`src/rtl/fpc_pkg.sv`:
```
package fpc_pkg;
  typedef enum logic [1:0] {
    MODE_DATA   = 2'd0,
    MODE_TOGGLE = 2'd1,
    MODE_LINE   = 2'd2,
    MODE_LINE2  = 2'd3
  } poll_mode_e;

  typedef enum logic [1:0] {
    ST_IDLE  = 2'd0,
    ST_POLL  = 2'd1,
    ST_FINAL = 2'd2
  } poll_state_e;

  localparam int unsigned DATA_POLL_BIT = 7;
  localparam int unsigned TOGGLE_BIT    = 6;
endpackage

```
`src/rtl/fpc_read_strobe.sv`:
```
module fpc_read_strobe #(
  parameter int unsigned DW      = 8,
  parameter int unsigned STB_CYC = 3
) (
  input  logic          clk,
  input  logic          rst,
  input  logic          go,
  input  logic [DW-1:0] rdata,
  input  logic          line_ready,
  output logic          strobe,
  output logic          cap_vld,
  output logic [DW-1:0] cap_data,
  output logic          cap_rdy
);
  localparam int unsigned SW = (STB_CYC > 1) ? $clog2(STB_CYC) : 1;
  localparam logic [SW-1:0] LAST = SW'(STB_CYC - 1);

  logic [SW-1:0] cnt;

  always_ff @(posedge clk) begin
    if (rst) begin
      strobe   <= 1'b0;
      cnt      <= '0;
      cap_vld  <= 1'b0;
      cap_data <= '0;
      cap_rdy  <= 1'b0;
    end else begin
      cap_vld <= 1'b0;
      if (strobe) begin
        if (cnt == LAST) begin
          strobe   <= 1'b0;
          cap_vld  <= 1'b1;
          cap_data <= rdata;
          cap_rdy  <= line_ready;
        end else begin
          cnt <= cnt + 1'b1;
        end
      end else if (go) begin
        strobe <= 1'b1;
        cnt    <= '0;
      end
    end
  end


  strobe_restart_gap_chk: assert property (@(posedge clk) disable iff (rst)
    cap_vld |-> !strobe);
endmodule

```
`src/rtl/fpc_judge.sv`:
```
module fpc_judge (
  input  logic [1:0] mode,
  input  logic       erase,
  input  logic       exp_b7,
  input  logic       cur_b7,
  input  logic       cur_b6,
  input  logic       prev_b6,
  input  logic       have_prev,
  input  logic       rdy,
  output logic       complete
);
  import fpc_pkg::*;

  always_comb begin
    unique case (poll_mode_e'(mode))
      MODE_DATA:   complete = erase ? cur_b7 : (cur_b7 == exp_b7);
      MODE_TOGGLE: complete = have_prev && (cur_b6 == prev_b6);
      default:     complete = rdy;
    endcase
  end
endmodule

```
`src/rtl/fpc_poll_ctr.sv`:
```
module fpc_poll_ctr #(
  parameter int unsigned CW = 16
) (
  input  logic          clk,
  input  logic          rst,
  input  logic          clr,
  input  logic          inc,
  input  logic [CW-1:0] limit,
  output logic [CW-1:0] count,
  output logic          at_limit
);
  logic [CW:0] next_cnt;

  assign next_cnt = {1'b0, count} + 1'b1;
  assign at_limit = next_cnt >= {1'b0, limit};

  always_ff @(posedge clk) begin
    if (rst || clr) count <= '0;
    else if (inc)   count <= next_cnt[CW-1:0];
  end
endmodule

```
`src/rtl/flash_done_poller.sv`:
```
module flash_done_poller #(
  parameter int unsigned DW      = 8,
  parameter int unsigned STB_CYC = 3,
  parameter int unsigned CW      = 16
) (
  input  logic          clk,
  input  logic          rst,
  input  logic          start,
  input  logic [1:0]    mode,
  input  logic          is_erase,
  input  logic          exp_poll_bit,
  input  logic [CW-1:0] max_polls,
  output logic          rd_strobe,
  input  logic [DW-1:0] rdata,
  input  logic          line_ready,
  output logic          busy,
  output logic          done,
  output logic          timeout,
  output logic          err,
  output logic [DW-1:0] final_data
);
  import fpc_pkg::*;

  poll_state_e   state;
  poll_mode_e    mode_q;
  logic          erase_q, exp_q, prev_b6, have_prev;
  logic [CW-1:0] max_q, polls;
  logic          go, cap_vld, cap_rdy, complete, at_limit, accept;
  logic [DW-1:0] cap_data;

  assign accept = (state == ST_IDLE) && start;

  fpc_read_strobe #(.DW(DW), .STB_CYC(STB_CYC)) u_strobe (
    .clk(clk), .rst(rst), .go(go), .rdata(rdata), .line_ready(line_ready),
    .strobe(rd_strobe), .cap_vld(cap_vld), .cap_data(cap_data), .cap_rdy(cap_rdy)
  );

  fpc_judge u_judge (
    .mode(mode_q), .erase(erase_q), .exp_b7(exp_q),
    .cur_b7(cap_data[DATA_POLL_BIT]), .cur_b6(cap_data[TOGGLE_BIT]),
    .prev_b6(prev_b6), .have_prev(have_prev), .rdy(cap_rdy),
    .complete(complete)
  );

  fpc_poll_ctr #(.CW(CW)) u_ctr (
    .clk(clk), .rst(rst), .clr(accept), .inc((state == ST_POLL) && cap_vld),
    .limit(max_q), .count(polls), .at_limit(at_limit)
  );

  always_comb begin
    go = 1'b0;
    if (accept) go = 1'b1;
    else if (state == ST_POLL && cap_vld)
      go = complete ? (mode_q == MODE_DATA) : !at_limit;
  end

  always_ff @(posedge clk) begin
    if (rst) begin
      state      <= ST_IDLE;
      mode_q     <= MODE_DATA;
      erase_q    <= 1'b0;
      exp_q      <= 1'b0;
      max_q      <= '0;
      prev_b6    <= 1'b0;
      have_prev  <= 1'b0;
      busy       <= 1'b0;
      done       <= 1'b0;
      timeout    <= 1'b0;
      err        <= 1'b0;
      final_data <= '0;
    end else begin
      done    <= 1'b0;
      timeout <= 1'b0;
      unique case (state)
        ST_IDLE: if (start) begin
          mode_q    <= poll_mode_e'(mode);
          erase_q   <= is_erase;
          exp_q     <= exp_poll_bit;
          max_q     <= max_polls;
          have_prev <= 1'b0;
          err       <= 1'b0;
          busy      <= 1'b1;
          state     <= ST_POLL;
        end
        ST_POLL: if (cap_vld) begin
          prev_b6   <= cap_data[TOGGLE_BIT];
          have_prev <= 1'b1;
          if (complete) begin
            if (mode_q == MODE_DATA) begin
              state <= ST_FINAL;
            end else begin
              done       <= 1'b1;
              final_data <= cap_data;
              busy       <= 1'b0;
              state      <= ST_IDLE;
            end
          end else if (at_limit) begin
            timeout <= 1'b1;
            err     <= 1'b1;
            busy    <= 1'b0;
            state   <= ST_IDLE;
          end
        end
        ST_FINAL: if (cap_vld) begin
          done       <= 1'b1;
          final_data <= cap_data;
          busy       <= 1'b0;
          state      <= ST_IDLE;
        end
        default: state <= ST_IDLE;
      endcase
    end
  end


  done_timeout_excl_chk: assert property (@(posedge clk) disable iff (rst)
    !(done && timeout));

  end_drops_busy_chk: assert property (@(posedge clk) disable iff (rst)
    (done || timeout) |-> !busy);

  first_read_chk: assert property (@(posedge clk) disable iff (rst)
    $rose(busy) |-> rd_strobe);

  strobe_in_op_chk: assert property (@(posedge clk) disable iff (rst)
    rd_strobe |-> busy);

  cfg_hold_chk: assert property (@(posedge clk) disable iff (rst)
    (busy && $past(busy)) |-> ($stable(mode_q) && $stable(max_q) && $stable(erase_q)));

  poll_limit_chk: assert property (@(posedge clk) disable iff (rst)
    busy |-> (polls <= ((max_q == '0) ? CW'(1) : max_q)));

  toggle_two_reads_chk: assert property (@(posedge clk) disable iff (rst)
    (done && mode_q == MODE_TOGGLE) |-> (polls >= CW'(2)));
endmodule

```
`config.mk`:
```
export PLATFORM = sky130hd
export DESIGN_NAME = flash_done_poller
export DESIGN_NICKNAME = d
export VERILOG_FILES = /design/src/rtl/fpc_pkg.sv /design/src/rtl/fpc_read_strobe.sv /design/src/rtl/fpc_judge.sv /design/src/rtl/fpc_poll_ctr.sv /design/src/rtl/flash_done_poller.sv
export SDC_FILE = /design/constraint.sdc
export NUM_CORES = 1
export LEC_CHECK = 0
export BUFFER_PORTS_ARGS = -buffer_cell sky130_fd_sc_hd__buf_2
export CAP_MARGIN = 15
export CORE_UTILIZATION = 40
export DETAILED_ROUTE_END_ITERATION = 8
export GPL_TIMING_DRIVEN = 0
export SYNTH_ARGS = -nofsm -noshare
export SYNTH_HDL_FRONTEND = slang
export SYNTH_HIERARCHICAL = 1
export SYNTH_SLANG_ARGS = --single-unit
```
`constraint.sdc`:
```
create_clock -name clk -period 10.3 [get_ports clk]
set_clock_uncertainty 0.15 [all_clocks]
set_input_delay 0.515 -clock clk [delete_from_list [all_inputs] [get_ports clk]]
set_output_delay 0.515 -clock clk [all_outputs]
set_load 0.005 [all_outputs]
```
# Yosys cells after proc, flatten, opt, wreduce, memory -nomap -nowiden
# Cells that the tools add are included.
# totals
out_inout_bits	13
register_bits	65
inputBits	32
# classes
n_mux	44
n_eq_ne	16
n_reduce_logical	22
add_sub_neg	2
magnitude_cmp	1
n_bitwise	3
# ops
op	n
$mux W8	4
$mux W1	24
$mux W2	9
$add A16 B1 Y17 const B	1
$ge A17 B16 Y1	1
$pmux W8 S2	1
$ne A2 B2 Y1 const B	6
$reduce_and A5 Y1	2
$pmux W1 S2	4
$reduce_and A2 Y1	4
$ne A3 B3 Y1 const B	2
$pmux W2 S3	1
$reduce_and A6 Y1	1
$reduce_bool A2 Y1	3
$eq A2 B1 Y1 const B	2
$eq A2 B2 Y1 const B	2
$logic_not A2 Y1	2
$ne A2 B1 Y1 const B	2
$reduce_and A4 Y1	1
$reduce_or A4 Y1	1
$logic_and A1 B1 Y1	3
$not A1 Y1	3
$pmux W1 S3	1
$reduce_and A3 Y1	1
other kinds (6)	7

# Depth between registers and ports, before layout
# Gate-level depths: netlist (run 1).
# depth
depth_word	8
depth_mapped	16
depth_no_buf	15

# Cells and area by module
# Netlist (run 1), hierarchy kept.
# by_module_without_submodules
module	seq_area_each_um2	area_each_um2	instances	cells_each
flash_done_poller	720.7	1416.4	1	163
fpc_poll_ctr	320.3	1363.8	1	171
fpc_read_strobe	260.2	580.6	1	58
fpc_judge	0.0	52.6	1	6

# Worst setup path before layout (run 1)
# Ideal clock, no wire load.
# synth_path
path_type	register to register
from	reg u_ctr.count[0]
to	reg state[0]
t_arrival_ps	2958
period_less_slack_ps	3236
setup_slack_ps	7064
n_path_buf	0
setup_ps	128
path_stages_with_launch	15
required_ps	10022
path_cell_list	dfxtp_1 > ha_1 > nand3_1 > nor3_4 > nand2_1 > xnor2_1 > ha_1 > a21oi_1 > o21ai_0 > a221oi_1 > o211ai_1 > or3b_1 > o211ai_4 > mux2i_1 > nor2_1
# synth_between
elab_chain_cells	4
# synth_rtl
element	line	text
from (decl)	fpc_poll_ctr.sv:9	output logic [CW-1:0] count,
from (signal assigned)	fpc_poll_ctr.sv:19	else if (inc) count <= next_cnt[CW-1:0];
$add A16 B1 Y17	fpc_poll_ctr.sv:14	assign next_cnt = {1'b0, count} + 1'b1;
named net u_ctr.next_cnt[12]	fpc_poll_ctr.sv:12	logic [CW:0] next_cnt;
$ge A17 B16 Y1	fpc_poll_ctr.sv:15	assign at_limit = next_cnt >= {1'b0, limit};
named net at_limit	flash_done_poller.sv:28	logic go, cap_vld, cap_rdy, complete, at_limit, accept;
$ne A3 B3 Y1 (no line)	--	
$reduce_and A4 Y1 (no line)	--	
to (signal assigned)	flash_done_poller.sv:59	state <= ST_IDLE;
to (signal assigned)	flash_done_poller.sv:83	state <= ST_POLL;
to (signal assigned)	flash_done_poller.sv:90	state <= ST_FINAL;
to (decl)	flash_done_poller.sv:24	poll_state_e state;
# The timed path passes the listed nets, and every way through them passes these cells.
# A chain may end at the register's enable or synchronous reset.

# Worst setup path after layout (run 1)
# Same ends and word-level chain as after synthesis.

==> reports/metrics.cfg, run 1 <==
[run_status]
status = finished clean

[grt]
grt_pass1_vias = 2762
met1_usage_pct = 24.7
grt_usage_pct = 18.5
antenna_found_initial = 0
grt_util_met2_pct = 28.9
busiest_layer = met2
grt_max_degree = 12
met3_usage_pct = 4.43
grt_overflow_total = 0
grt_pass1_wl_um = 12700

[critical_path]
worstRegToRegCells = 14
cpMostUsedCell = ha_1
required_ns = 10.36
path_delay_family = simple AND/OR/NAND/NOR gates
r2r_setup_slack_ns = 6.49
crit_chain = ha_1 > nand3_1 > nor3_4 > nand2_1 > xnor2_1 > ha_1 > a21oi_1 > o21ai_0 > a221oi_1 > o211ai_1 > or3b_1 > o211ai_4 > mux2i_1 > nor2_1
crit_start = u_ctr/count[0]
timing.rr.start = u_ctr/count[0]
path_depth = 14
crit_buf_inv = 0
critical_path_arrival_ns = 3.87
cp_slowest_cell = dfxtp_1
endpoint_kind = flip-flop
cp-start-kind = flip-flop
slowest_delay_ns = 0.47
critical_path_class = flip-flop to flip-flop
critPathMaxFanout = 7
crit_path_end = state[0]
r2r_end = state[0]

[placement]
portBuffers = 44
place_inst = 547
place_hpwl_um = 5450
placed_area_um2 = 3760
place.gp.congestion = 0.793

[floorplanning]
die_area_um2 = 8910
start_util_pct = 41.5
core_um2 = 8220
rows = 33
die_y_um = 94.4
ios = 45
die_w_um = 94.4

[yosys]
syn_avg_cell_area_um2 = 8.58
synthCells = 398
yosys_most_used_dff = dfxtp_1
synth_edf_count = 0
yosys_warnings = 6
synth_fp_nets = 454
synthArstFlopShare_pct = 0
synth.distinct_cells = 56
netlist_area_um2 = 3410
seq_area_frac_synth_pct = 38.1
ys_ff_latch = 65

[clock_network]
clkTransAtPathRegs_ns = 0.07
cts_buffers = 9
htree_levels = 3
post_cts_buffers = 0
clock-sinks = 65
clk_path_buf_depth = 2
holdBufCountCts = 0
clock_latency_ns = 0.34
root_buffer = clkbuf_8
cts_tree = yes
post_cts_resize_count = 0

[detailed_routing]
firstDrtPassIters = 4
drtAntennaViolNets = 0
vias = 2815
wl_per_cell_um = 13.1
route.detailed.drc = 0
drt_iter0_drc = 107
wirelength_um = 7350
vias_per_cell = 5.01

[timing]
drv_slew = 0
timing.final.hold_violations = 0
period_needed_ns = 3.81
rsz0062_at_grt = false
setup_viol = 0
clock.fmax_ghz = 0.263
tns_ns = 0
relSlewSlack_pct = 62.9
worst-slew-pin-transition_ns = 0.543
fin_crit_sh_pct = 37.0

[flow_run]
max-cap-violations = 0

[cells_and_area]
nFillCells = 813
diodes = 0
area_delta_synth_final_pct = 16.5
final_cell_area_um2 = 3980
fin_util_pct = 48.4
num-nets-final = 509
finalNonFillerCells = 562
layout-drive-gt1-share_pct = 19.9

[power]
finalPower_mw = 0.667
power_density_nw_per_um2 = 168
irDropWorstVdd_mv = 0.0835
p_leak_nw = 1.75

[worst_hold_path]
hold_class = input pin to flip-flop

flip-flops by register name (all words and copies together), names as in the netlist, 2 cells and up:
name	cells
mode_q	2
u_strobe/cap_data	8
max_q	16
state	2
final_data	8
u_ctr/count	16
u_strobe/cnt	2
routing by layer:
layer | share of wire [%] | vias up
met3 | 3.1 | 9
met4 | 1.5 | 0
met2 | 44 | 39
met1 | 51 | 1292
li1 | - | 1475
met5 | 0 | -
worst register-to-register path, cell delays in order (launching register included):
cell and delay, ns:
dfxtp_1 0.47, ha_1 0.28, nand3_1 0.26, nor3_4 0.36, nand2_1 0.12, xnor2_1 0.14, ha_1 0.32, a21oi_1 0.12
o21ai_0 0.09, a221oi_1 0.31, o211ai_1 0.20, or3b_1 0.44, o211ai_4 0.13, mux2i_1 0.22, nor2_1 0.05
layout by cell type (no fill, tap or decap), types with 2 or more instances in the layout:
master,Yosys,final
buf_2,3,47
nor2_1,31,31
bufinv_16,0,2
clkbuf_1,10,12
mux2i_1,11,11
or4b_1,2,2
nand4_1,8,8
or3_1,4,4
o21ai_0,8,8
nor3_1,5,5
buf_4,3,3
nand2b_1,3,3
and3_2,2,2
xnor2_1,12,12
buf_6,3,3
inv_1,24,24
o31ai_1,2,2
nand2_1,58,58
dfxtp_1,65,65
o41ai_1,2,2
xor2_1,13,13
clkbuf_8,0,10
a21oi_1,44,44
nand3_1,17,17
ha_1,24,24
and3_1,4,4
a21bo_2,9,9
cell type report:
type | instances | area, µm² | area share, %
clock inverters | 3 | 65.1 | 1.64
repair buffers | 44 | 220 | 5.54
flip-flops and latches | 65 | 1300 | 32.7
clock buffers | 12 | 145 | 3.65
plain buffers | 21 | 120 | 3.02
inverters | 24 | 90.1 | 2.27
multi-input cells | 288 | 1900 | 47.8
well taps | 105 | 131 | 3.31
cell families after synthesis:
group,Yosys count,share of synthesized area [%]
AO/OA/AOI/OAI,79,15.7
XOR/XNOR,25,6.41
adder cells (fa/ha/maj),24,8.80
buffers and inverters,45,6.16
flip-flops,65,38.1
multiplexers,11,3.23
AND/OR/NAND/NOR,149,21.6
per-stage QoR:
step           hold slack [ns]  setup WS [ns]
6_report                 0.263           6.49
5_1_grt                  0.253           6.16
4_1_cts                  0.249           6.44
3_5_place_dp             0.300           6.47
3_3_place_gp             0.294           6.52
2_1_floorplan            0.286           7.06
cells in the mapped netlist (all sizes together), types with 3 or more instances:
| cell type | instances | area [µm²] |
|---|---|---|
| dfxtp | 65 | 1300 |
| nand2 | 58 | 218 |
| a21oi | 44 | 220 |
| nor2 | 32 | 123 |
| ha | 24 | 300 |
| inv | 24 | 90.1 |
| nand3 | 17 | 85.1 |
| xor2 | 13 | 114 |
| xnor2 | 12 | 105 |
| clkbuf | 11 | 45.1 |
| mux2i | 11 | 110 |
| buf | 10 | 75.1 |
| a21bo | 9 | 90.1 |
| nand4 | 9 | 71.3 |
| o21ai | 9 | 56.3 |
| and3 | 6 | 40.0 |
| nor3 | 6 | 41.3 |
| or3 | 5 | 32.5 |
| nand2b | 3 | 18.8 |
report_power, final:
group	internal [mW]	switching, mW	total (mW)
logic	0.0578	0.0901	0.148
clock network	0.141	0.0942	0.236
registers	0.270	0.0131	0.283
worst min-delay path by stage:
| stage | cells after the start | from | slack (ns) | end |
|---|---|---|---|---|
| after global routing | 3 | max_polls[1] | 0.25 | max_q[1] |
| after floorplan | 2 | max_q[10] | 0.29 | max_q[10] |
| after detailed placement | 2 | max_q[15] | 0.30 | max_q[15] |
| final | 3 | max_polls[3] | 0.26 | max_q[3] |
| after global placement | 2 | max_q[10] | 0.29 | max_q[10] |
| after CTS | 3 | max_polls[2] | 0.25 | max_q[2] |
No activity file was read; power rests on OpenSTA's default activity.
==> inputs of run 2 (changes only) <==
==> constraint.sdc (replaced) <==
create_clock -name clk -period 3.4 [get_ports clk]
set_clock_uncertainty 0.15 [all_clocks]
set_input_delay 0.17 -clock clk [delete_from_list [all_inputs] [get_ports clk]]
set_output_delay 0.17 -clock clk [all_outputs]
set_load 0.005 [all_outputs]
==> reports/metrics.cfg, run 2 (same netlist as run 1, synthesis figures left out) <==
[detailed_routing]
wirelength_um = 7880
route.detailed.drc = 0
vias_per_cell = 5.00
vias = 3008
drt_iter0_drc = 101
drtAntennaViolNets = 0
wl_per_cell_um = 13.1
firstDrtPassIters = 5

[clock_network]
root_buffer = clkbuf_8
clock-sinks = 65
clk_path_buf_depth = 2
cts_tree = yes
htree_levels = 3
clock_latency_ns = 0.34
cts_buffers = 9
clkTransAtPathRegs_ns = 0.07

[critical_path]
worstRegToRegCells = 14
crit_buf_inv = 0
critical_path_arrival_ns = 3.42
r2r_end = state[0]
crit_chain = ha_4 > nand3_4 > nor3_4 > nand2_2 > xnor2_2 > ha_1 > a21oi_1 > o21ai_1 > a221oi_2 > o211ai_1 > or3b_4 > o211ai_4 > mux2i_1 > nor2_1
critPathMaxFanout = 5
required_ns = 3.46
path_delay_family = simple AND/OR/NAND/NOR gates
r2r_setup_slack_ns = 0.05
slowest_delay_ns = 0.45
timing.rr.start = u_ctr/count[0]
cp-start-kind = flip-flop
critical_path_class = flip-flop to flip-flop
cp_slowest_cell = or3b_4
endpoint_kind = flip-flop

[cells_and_area]
layout-drive-gt1-share_pct = 24.4
final_cell_area_um2 = 4450
num-nets-final = 548
diodes = 0
fin_util_pct = 54.2
finalNonFillerCells = 601
nFillCells = 786
area_delta_synth_final_pct = 30.5
mostFrequentLayoutCells = dfxtp_1, nand2_1, buf_2, a21oi_1, dlygate4sd3_1
mostFrequentLayoutCell = dfxtp_1
reg.largest.list = max_q (16), u_ctr/count (16)

[power]
finalPower_mw = 2.07
irDropWorstVdd_mv = 0.257
p_leak_nw = 1.95
power_density_nw_per_um2 = 465

[floorplanning]
start_util_pct = 41.5
die_area_um2 = 8910
rows = 33
die_y_um = 94.4
ios = 45
core_um2 = 8220
die_w_um = 94.4

[run_status]
status = finished clean

[timing]
worst-slew-pin-transition_ns = 0.527
holdWs_ns = 0.105
fin_crit_sh_pct = 98.6
rsz0062_at_grt = true
tns_ns = 0
clock.fmax_ghz = 0.298
timing.final.hold_violations = 0
period_needed_ns = 3.35
setup_viol = 0
drv_slew = 0
worst_slack_ns = 0.0475
relSlewSlack_pct = 64.9

[worst_hold_path]
hold_start = start
hold_path_end = max_q[8]
hold_class = input pin to flip-flop
min_path_cells = 4

[placement]
pre_cts_ws_ns = -0.429
place_hpwl_um = 5450
placed_area_um2 = 3760
place_inst = 547
portBuffers = 44
place.gp.congestion = 0.793

[flow_run]
max-cap-violations = 0

[grt]
grt_max_degree = 12
grt_pass1_vias = 2918
grt_pass1_wl_um = 13100
antenna_found_initial = 0
grt_usage_pct = 19.2
grt_overflow_total = 0

==> run 2: layer usage <==
layer,track usage [%],vias up,wire (µm)
li1,-,1552,-
met1,24.9,1395,3970
met2,31.1,49,3560
met3,4.43,12,221
met4,7.18,0,129
met5,0,-,0
==> run 2: worst reg2reg max path: cells and delay by family, from the launching register on <==
family	cells	cell delay, ns
compound gates	5	0.80
xor+xnor	1	0.15
fa+ha+maj	2	0.52
flops	1	0.39
mux	1	0.23
simple gates	5	1.00
==> run 2: where the power goes <==
| part | internal, mW | switching, mW |
|---|---|---|
| Sequential | 0.816 | 0.0408 |
| Clock | 0.428 | 0.288 |
| Combinational | 0.208 | 0.288 |
==> run 2: worst max path at each step <==
stage,endpoint,start,cells after the start,slack [ns]
2_1_floorplan,state[0],u_ctr/count[0],14,0.16
3_3_place_gp,state[0],u_ctr/count[0],14,-0.38
3_5_place_dp,state[0],u_ctr/count[0],14,-0.43
4_1_cts,state[0],u_ctr/count[4],14,0.003
5_1_grt,state[0],u_ctr/count[4],14,-0.15
6_report,state[0],u_ctr/count[0],14,0.05
==> run 2: final cells by class <==
| cell class | instances | area (µm²) | area share, % |
|---|---|---|---|
| buffer | 21 | 128 | 2.87 |
| clock buffer | 12 | 145 | 3.26 |
| clock inverter | 3 | 65.1 | 1.46 |
| inverter | 24 | 90.1 | 2.02 |
| multi-input combinational | 288 | 1990 | 44.7 |
| sequential | 65 | 1320 | 29.5 |
| tap | 105 | 131 | 2.95 |
| timing repair buffer | 83 | 588 | 13.2 |
==> run 2: timing repair <==
| action | 4_1_cts | 5_1_grt |
|---|---|---|
| setup endpoints to repair | 7 | 6 |
| buffers inserted | 2 | 7 |
| hold buffers | 30 | 0 |
| endpoints found under the hold margin | 30 | 0 |
| pin swaps | 3 | 12 |
| gates cloned | 0 | 0 |
| gates resized for setup | 11 | 20 |
